File: src/rtl/phy_irq_pkg.sv
package phy_irq_pkg;
  // Status word layout
  localparam int STAT_LSB  = 12;   // event status bits start here
  localparam int EN_LSB    = 4;    // event enable bits start here
  // Control word bit positions
  localparam int CB_OE     = 0;
  localparam int CB_INT_EN = 1;
  localparam int CB_TEST   = 2;
  localparam int CB_POL    = 3;
  localparam logic [15:0] CTRL_RST  = 16'h0108;
  localparam logic [15:0] CTRL_MASK = 16'h0B1F;
  // Register addresses
  localparam int ADDR_CTRL = 0;
  localparam int ADDR_STAT = 1;
endpackage

File: src/rtl/irq_ctrl_regs.sv
module irq_ctrl_regs
  import phy_irq_pkg::*;
#(
  parameter int DATA_W = 16
) (
  input  logic              clk,
  input  logic              rst,
  input  logic              wr_en,
  input  logic [DATA_W-1:0] wdata,
  output logic [DATA_W-1:0] ctrl_q
);
  localparam logic [DATA_W-1:0] RST_V  = DATA_W'(CTRL_RST);
  localparam logic [DATA_W-1:0] MASK_V = DATA_W'(CTRL_MASK);

  always_ff @(posedge clk) begin
    if (rst)        ctrl_q <= RST_V;
    else if (wr_en) ctrl_q <= wdata & MASK_V;
  end

  AST_CTRL_HOLD: assert property (@(posedge clk) disable iff (rst)
    !$past(wr_en) |-> $stable(ctrl_q));
endmodule

File: src/rtl/irq_evt_status.sv
module irq_evt_status #(
  parameter int N_EVT = 2
) (
  input  logic             clk,
  input  logic             rst,
  input  logic [N_EVT-1:0] evt,
  input  logic             rd_clr,
  input  logic             en_wr,
  input  logic [N_EVT-1:0] en_wdata,
  output logic [N_EVT-1:0] stat_q,
  output logic [N_EVT-1:0] en_q
);
  for (genvar g = 0; g < N_EVT; g++) begin : g_evt
    always_ff @(posedge clk) begin
      if (rst) stat_q[g] <= 1'b0;
      else     stat_q[g] <= evt[g] | (stat_q[g] & ~rd_clr);
    end

    always_ff @(posedge clk) begin
      if (rst)        en_q[g] <= 1'b0;
      else if (en_wr) en_q[g] <= en_wdata[g];
    end

    AST_EVT_LATCH: assert property (@(posedge clk) disable iff (rst)
      evt[g] |=> stat_q[g]);
    AST_CLR_ON_READ: assert property (@(posedge clk) disable iff (rst)
      (rd_clr && !evt[g]) |=> !stat_q[g]);
    AST_NO_LOSS: assert property (@(posedge clk) disable iff (rst)
      (rd_clr && evt[g]) |=> (stat_q[g] && $stable(en_q[g])));
    AST_EN_KEEP: assert property (@(posedge clk) disable iff (rst)
      (rd_clr && !en_wr) |=> $stable(en_q[g]));
  end
endmodule

File: src/rtl/irq_out.sv
module irq_out #(
  parameter int N_EVT = 2
) (
  input  logic             clk,
  input  logic             rst,
  input  logic [N_EVT-1:0] stat,
  input  logic [N_EVT-1:0] en,
  input  logic             int_en,
  input  logic             test,
  input  logic             pol,
  input  logic             oe,
  output logic             irq_o,
  output logic             irq_oe
);
  logic evt_hit;
  logic active;

  assign evt_hit = |(stat & en);
  assign active  = (int_en & evt_hit) | test;

  always_ff @(posedge clk) begin
    if (rst) begin
      irq_o  <= 1'b1;
      irq_oe <= 1'b0;
    end else begin
      irq_o  <= active ^ pol;
      irq_oe <= oe;
    end
  end

  AST_IRQ_GATED: assert property (@(posedge clk) disable iff (rst)
    (!$past(int_en) && !$past(test)) |-> (irq_o == $past(pol)));
  AST_IRQ_NO_EVT: assert property (@(posedge clk) disable iff (rst)
    ($past(stat) == '0 && !$past(test)) |-> (irq_o == $past(pol)));
  AST_TEST_FORCE: assert property (@(posedge clk) disable iff (rst)
    $past(test) |-> (irq_o != $past(pol)));
  AST_OE_TRACK: assert property (@(posedge clk) disable iff (rst)
    $rose(irq_oe) |-> $past(oe));
endmodule

File: src/rtl/phy_evt_irq_ctrl.sv
module phy_evt_irq_ctrl
  import phy_irq_pkg::*;
#(
  parameter int DATA_W = 16,
  parameter int ADDR_W = 2,
  parameter int N_EVT  = 2
) (
  input  logic              clk,
  input  logic              rst,
  input  logic [ADDR_W-1:0] reg_addr,
  input  logic              reg_wr,
  input  logic              reg_rd,
  input  logic [DATA_W-1:0] reg_wdata,
  output logic [DATA_W-1:0] reg_rdata,
  input  logic [N_EVT-1:0]  evt_pulse,
  output logic              irq_o,
  output logic              irq_oe
);
  localparam logic [ADDR_W-1:0] A_CTRL = ADDR_W'(ADDR_CTRL);
  localparam logic [ADDR_W-1:0] A_STAT = ADDR_W'(ADDR_STAT);

  logic              sel_ctrl, sel_stat;
  logic [DATA_W-1:0] ctrl_q;
  logic [N_EVT-1:0]  stat_q, en_q;
  logic [DATA_W-1:0] stat_word, rd_mux;

  assign sel_ctrl = (reg_addr == A_CTRL);
  assign sel_stat = (reg_addr == A_STAT);

  irq_ctrl_regs #(.DATA_W(DATA_W)) u_ctrl (
    .clk    (clk),
    .rst    (rst),
    .wr_en  (reg_wr & sel_ctrl),
    .wdata  (reg_wdata),
    .ctrl_q (ctrl_q)
  );

  irq_evt_status #(.N_EVT(N_EVT)) u_stat (
    .clk      (clk),
    .rst      (rst),
    .evt      (evt_pulse),
    .rd_clr   (reg_rd & sel_stat),
    .en_wr    (reg_wr & sel_stat),
    .en_wdata (reg_wdata[EN_LSB +: N_EVT]),
    .stat_q   (stat_q),
    .en_q     (en_q)
  );

  irq_out #(.N_EVT(N_EVT)) u_out (
    .clk    (clk),
    .rst    (rst),
    .stat   (stat_q),
    .en     (en_q),
    .int_en (ctrl_q[CB_INT_EN]),
    .test   (ctrl_q[CB_TEST]),
    .pol    (ctrl_q[CB_POL]),
    .oe     (ctrl_q[CB_OE]),
    .irq_o  (irq_o),
    .irq_oe (irq_oe)
  );

  always_comb begin
    stat_word = '0;
    for (int i = 0; i < N_EVT; i++) begin
      stat_word[STAT_LSB + i] = stat_q[i];
      stat_word[EN_LSB + i]   = en_q[i];
    end
  end

  always_comb begin
    if (sel_ctrl)      rd_mux = ctrl_q;
    else if (sel_stat) rd_mux = stat_word;
    else               rd_mux = '0;
  end

  always_ff @(posedge clk) begin
    if (rst)         reg_rdata <= '0;
    else if (reg_rd) reg_rdata <= rd_mux;
  end

  AST_RSVD_ZERO: assert property (@(posedge clk) disable iff (rst)
    (reg_rdata[15:14] == 2'b00 && !reg_rdata[10] && reg_rdata[7:6] == 2'b00));
  AST_STAT_RD_VAL: assert property (@(posedge clk) disable iff (rst)
    (reg_rd && sel_stat) |=> (reg_rdata[STAT_LSB +: N_EVT] == $past(stat_q)));
endmodule

File: config.mk
export PLATFORM = sky130hd
export DESIGN_NAME = phy_evt_irq_ctrl
export DESIGN_NICKNAME = d
export VERILOG_FILES = /design/src/rtl/phy_irq_pkg.sv /design/src/rtl/irq_ctrl_regs.sv /design/src/rtl/irq_evt_status.sv /design/src/rtl/irq_out.sv /design/src/rtl/phy_evt_irq_ctrl.sv
export SDC_FILE = /design/constraint.sdc
export NUM_CORES = 1
export LEC_CHECK = 0
export ABC_AREA = 1
export BUFFER_PORTS_ARGS = -buffer_cell sky130_fd_sc_hd__buf_2
export CORE_MARGIN = 4
export CORE_UTILIZATION = 54
export DETAILED_ROUTE_END_ITERATION = 8
export PLACE_DENSITY = 0.84
export SLEW_MARGIN = 0
export SYNTH_ARGS = -nofsm -noshare
export SYNTH_HDL_FRONTEND = slang
export SYNTH_HIERARCHICAL = 1
export SYNTH_SLANG_ARGS = --single-unit
File: constraint.sdc
create_clock -name clk -period 2.3 [get_ports clk]
set_clock_uncertainty 0.05 [all_clocks]
set_input_delay 0.46 -clock clk [delete_from_list [all_inputs] [get_ports clk]]
set_output_delay 0.46 -clock clk [all_outputs]
set_load 0.005 [all_outputs]
# ---- Word-level counts from Yosys, hierarchy flattened
# Index checks and enable logic that the tools add are counted.
dict set report totals {
  ff_bits 30
  latchBits 0
  mem_bits_rw 0
  rom_bits 0
  input_bits 24
  out_inout_bits 18
  word_cells 25
  n_memories 0
}
dict set report classes {
  n_addsub 0
  multipliers 0
  div 0
  n_lt_le_gt_ge 0
  n_eq_ne 1
  shift 0
  muxes 2
  bitwise_logic 12
  n_reduce_logical 2
}
# op n
set op_table {}
lappend op_table {{$mux W14} 2}
lappend op_table {{$and A1 B1 Y1} 6}
lappend op_table {{$or A1 B1 Y1} 3}
lappend op_table {{$and A2 B2 Y2} 1}
lappend op_table {{$eq A2 B1 Y1 const B} 1}
lappend op_table {{$logic_not A2 Y1} 1}
lappend op_table {{$reduce_or A2 Y1} 1}
lappend op_table {{$not A1 Y1} 1}
lappend op_table {{$xor A1 B1 Y1} 1}

# ---- Longest topological paths before layout
dict set report logic_depth {
  ltp_word 5
  ltp_mapped 7
  depth_no_buf 6
}

# ---- By module
# Netlist, hierarchy kept.
# module n_inst cells_each area_per_inst_um2 seq_area_each_um2
set by_module_without_submodules {}
lappend by_module_without_submodules {phy_evt_irq_ctrl 1 103 704.4 320.3}
lappend by_module_without_submodules {irq_ctrl_regs 1 56 380.4 160.2}
lappend by_module_without_submodules {irq_evt_status 1 19 141.4 80.1}
lappend by_module_without_submodules {irq_out 1 15 98.8 40.0}

# ---- Worst setup path after synthesis
# No wires, ideal clock.
dict set report synth_path {
  path_kind {input-to-reg}
  from {input reg_addr[0]}
  to {register u_ctrl.ctrl_q[3]}
  setup_time_ns 0.126
  arrival_ns 1.227
  required_ns 2.124
  setup_slack_ns 0.898
  path_stages 5
  path_buffers 1
  path_cell_list {nor3_1 > buf_6 > inv_2 > nand2_1 > nand3_1}
}
dict set report synth_via {
  elab_chain_len 2
}
# element line
set synth_rtl {}
lappend synth_rtl {{from (decl)} phy_evt_irq_ctrl.sv:10} ;# input logic [ADDR_W-1:0] reg_addr,
lappend synth_rtl {{$logic_not A2 Y1} phy_evt_irq_ctrl.sv:27} ;# assign sel_ctrl = (reg_addr == A_CTRL);
lappend synth_rtl {{$and A1 B1 Y1} phy_evt_irq_ctrl.sv:33} ;# .wr_en (reg_wr & sel_ctrl),
lappend synth_rtl {{to (signal assigned)} irq_ctrl_regs.sv:17} ;# else if (wr_en) ctrl_q <= wdata & MASK_V;
lappend synth_rtl {{to (decl)} irq_ctrl_regs.sv:10} ;# output logic [DATA_W-1:0] ctrl_q
# No other way between the ends.
# A chain may end at the register's enable or synchronous reset.

# ---- Worst setup path in the final report
dict set report layout_path {
  from {register reg_rdata[5]}
  to {output reg_rdata[5]}
}
# element line
set layout_rtl {}
lappend layout_rtl {{from (decl)} phy_evt_irq_ctrl.sv:14} ;# output logic [DATA_W-1:0] reg_rdata,
lappend layout_rtl {{from (signal assigned)} phy_evt_irq_ctrl.sv:78} ;# else if (reg_rd) reg_rdata <= rd_mux;
# No word-level cell between the ends.

==> run summary <==
WORST SETUP PATH
-------------------------------------------------------------------------------------------------
CP required ........................................................................      1.79 ns
Crit-path max cell delay ...........................................................      0.35 ns
Arr. time, crit path ...............................................................      0.78 ns
Worst setup SP type ................................................................    flip-flop
CP max-delay cell .................................................................. sky130_fd_sc_hd__dfxtp_1
Total buffers and inverters traversed by the critical path .........................            1
Crit Path Max Fanout ...............................................................            2
Critical path's top delay family ...................................................   flip-flops
Critical path cell sequence ........................................................        buf_2
Capturing element type of the critical path ........................................   output pin
Critical setup path kind ........................................................... flip-flop to output pin

FLOORPLAN
-------------------------------------------------------------------------------------------------
Total die area .....................................................................     3310 um2
Vert. Die Dim ......................................................................      57.5 um
Boundary pin count .................................................................           42
Number of standard-cell rows in the floorplan ......................................           17
Area of the core region ............................................................     2280 um2
Effective utilization at floorplan .................................................        58.2%
Overall die width ..................................................................      57.5 um

GRT
-------------------------------------------------------------------------------------------------
Combined global-route utilization of all metal layers ..............................        16.6%
Global-route track usage on met2 ...................................................        27.1%
Remaining global-route overflow ....................................................            0
Met1 global-route usage ............................................................        19.4%
Pin count of the biggest net entering global routing ...............................           31
Layer with the highest usage .......................................................         met2
Vias in the first global route .....................................................          999
Met3 Usage GRT .....................................................................        6.33%
First-pass GRT wire length .........................................................      4220 um
Antenna violations before repair ...................................................            0

FLOW RUN
-------------------------------------------------------------------------------------------------
Count of maximum capacitance violations ............................................            0

PLACEMENT
-------------------------------------------------------------------------------------------------
Dpl hpwl ...........................................................................      1810 um
Total of buffers placed on input and output ports ..................................           34
Final RePlAce weighted congestion ..................................................        0.746

SYNTH
-------------------------------------------------------------------------------------------------
Synth Register Bits ................................................................           30
Number of distinct library cell variants in the gate-level netlist after synthesis .           18
Cell accounting for the most synthesized area ...................................... sky130_fd_sc_hd__dfxtp_1
Sequential share of the synthesized area ...........................................        45.3%
Post-Synth Simple-Gate Area ........................................................        27.4%
Leading post-synthesis cells by cell area .......................................... sky130_fd_sc_hd__dfxtp_1 45%, sky130_fd_sc_hd__nand2_1 14%, sky130_fd_sc_hd__nor2_1 8.5%
Post-synthesis adder-cell area fraction ............................................           0%
Multiplexer share of the synthesized area ..........................................           0%
Largest family of logic cells by synthesized area .................................. simple AND/OR/NAND/NOR gates
Xor-xnor portion of the synthesized cell area ......................................           0%
Netlist area before placement ......................................................     1330 um2
Complex-gate fraction of the synthesized area ......................................        10.6%
Post-synth top area share ..........................................................        45.3%
Synth Area per Inst ................................................................     6.87 um2
Gate count of the mapped netlist ...................................................          193
Yosys warning count ................................................................            6

TIMING
-------------------------------------------------------------------------------------------------
Setup tns final ....................................................................         0 ns
Fin. Hold Viols ....................................................................            0
Setup repair after global routing missed its margin ................................        false
Fmax achieved ......................................................................      773 MHz
Shortest clock period the worst path allows after layout ...........................      1.29 ns
Setup-failing EPs final ............................................................            0
Post-route clock period utilization ................................................        56.3%
Final-report max-slew violation count ..............................................            0

DETAILED ROUTING
-------------------------------------------------------------------------------------------------
Number of vias per cell after detailed routing .....................................         4.47
DRT Pass-1 Iters ...................................................................            4
Final ANT Viol Nets ................................................................            0
Starting DRC count in detailed routing .............................................           19
Average detailed-routed wire length per instance ...................................      9.80 um
Total via count after detailed routing .............................................         1144
Drt drc ............................................................................            0
Final wirelength ...................................................................      2510 um

POWER AND IR DROP
-------------------------------------------------------------------------------------------------
Power Dens Cells ...................................................................   713 nW/um2
Maximum vdd drop ...................................................................     0.520 mV
Leak pwr ...........................................................................  0.000846 uW

CTS
-------------------------------------------------------------------------------------------------
CTS buffer count ...................................................................            5
Sink count of the clock tree .......................................................           30
TritonCTS clock tree ...............................................................         done
CTS clock-pin slew for the worst setup and hold paths ..............................      0.09 ns
Clock insertion delay at the later pin of the skew report ..........................      0.32 ns
Number of levels in the clock H-tree ...............................................            2
Post-CTS Resized ...................................................................            0
Deepest clock path buffer count ....................................................            2
Total of hold buffers inserted after clock tree synthesis ..........................            0
Root Buffer Master ................................................................. sky130_fd_sc_hd__clkbuf_4
Post-CTS setup-driven buffer insertion count .......................................            0

FINISH
-------------------------------------------------------------------------------------------------
Nets ...............................................................................          252
Most common cell after layout, fill and taps aside ................................. sky130_fd_sc_hd__nand2_1
Synth-to-layout area growth ........................................................        16.2%
Layout cell share with drive strength beyond 1 .....................................        21.5%
Diodes inserted ....................................................................            0
Commonest cells after routing, fill and taps aside ................................. 51 x sky130_fd_sc_hd__nand2_1, 34 x sky130_fd_sc_hd__buf_2, 30 x sky130_fd_sc_hd__nor2_1, 30 x sky130_fd_sc_hd__dfxtp_1, 27 x sky130_fd_sc_hd__inv_1
Count of fill cells added during filler insertion ..................................          200
Share of the core filled with cells ................................................        67.7%

OUTCOME
-------------------------------------------------------------------------------------------------
Status .............................................................................    completed

WORST HOLD PATH
-------------------------------------------------------------------------------------------------
Path class of the lowest-slack min-delay path ...................................... input pin to flip-flop

==> synthesized netlist by cell type <==
master	number
sky130_fd_sc_hd__buf_2	2
sky130_fd_sc_hd__nand3_1	4
sky130_fd_sc_hd__nand2_1	51
sky130_fd_sc_hd__dfxtp_1	30
sky130_fd_sc_hd__clkbuf_2	1
sky130_fd_sc_hd__buf_6	2
sky130_fd_sc_hd__nor2_4	1
sky130_fd_sc_hd__a21oi_1	14
sky130_fd_sc_hd__o21ai_1	6
sky130_fd_sc_hd__nor2_1	30
sky130_fd_sc_hd__o21ai_0	8
sky130_fd_sc_hd__buf_4	9
sky130_fd_sc_hd__nor3_1	1
sky130_fd_sc_hd__nand3_2	1
sky130_fd_sc_hd__nand2_2	2
sky130_fd_sc_hd__inv_1	27
sky130_fd_sc_hd__inv_2	3
sky130_fd_sc_hd__conb_1	1
==> registers in the layout, indices dropped and copies added (netlist names) <==
signal / cells
u_stat/en_q: 2
u_out/irq_o: 1
u_ctrl/ctrl_q: 8
u_out/irq_oe: 1
reg_rdata: 16
u_stat/stat_q: 2
==> through the flow <==
stage                     power (uW)  std cells  cell area [um2]  hold slack [ns]  setup WS, ns
after floorplan                  654        200             1350            0.366         0.898
after global placement           682        249             1460            0.381         0.797
after detailed placement         686        249             1460            0.383         0.798
after CTS                       1110        256             1540            0.288         0.985
after global routing            1160        256             1540            0.283         0.934
final                           1100        256             1540            0.295          1.01
==> layer usage <==
layer | vias up | wire [um]
met4 | 0 | 44
met5 | - | 0
met1 | 480 | 1130
met3 | 6 | 158
met2 | 25 | 1180
li1 | 633 | -
==> power by group <==
| part | switching [uW] | internal (uW) |
|---|---|---|
| Sequential | 15.0 | 546 |
| Clock | 172 | 253 |
| Combinational | 66.2 | 46.5 |
| Total | 253 | 846 |
==> logic make-up (layout without fill, tap and decap cells) <==
kind of cell,count (synthesis),in the layout
compound gates,28,28
other cells,1,8
flops,30,30
simple gates,90,90
buf+inv,44,72
==> cell type report <==
cell class / instances / area, um2 / area share (%)
Clock buffer: 6 / 51.3 / 3.33
Clock inverter: 1 / 30.0 / 1.95
Inverter: 30 / 113 / 7.31
Multi-Input combinational cell: 126 / 533 / 34.6
Sequential cell: 30 / 601 / 39.0
Tap cell: 28 / 35.0 / 2.27
Timing Repair Buffer: 35 / 178 / 11.5
==> worst paths after layout <==
path,cells after the start,start,to,slack [ns]
worst max register to register,6,u_stat/stat_q[0]$_SDFF_PP0_,u_out/irq_o$_SDFF_PP1_,1.40
worst max-delay path,1,reg_rdata[5]$_SDFFE_PP0P_,reg_rdata[5],1.01
worst min register to register,2,u_ctrl/ctrl_q[0]$_SDFFE_PP0P_,u_out/irq_oe$_SDFF_PP0_,0.40
worst min-delay path,3,reg_wdata[8],u_ctrl/ctrl_q[8]$_SDFFE_PP1P_,0.29
Power figures use the tool's default switching activity.
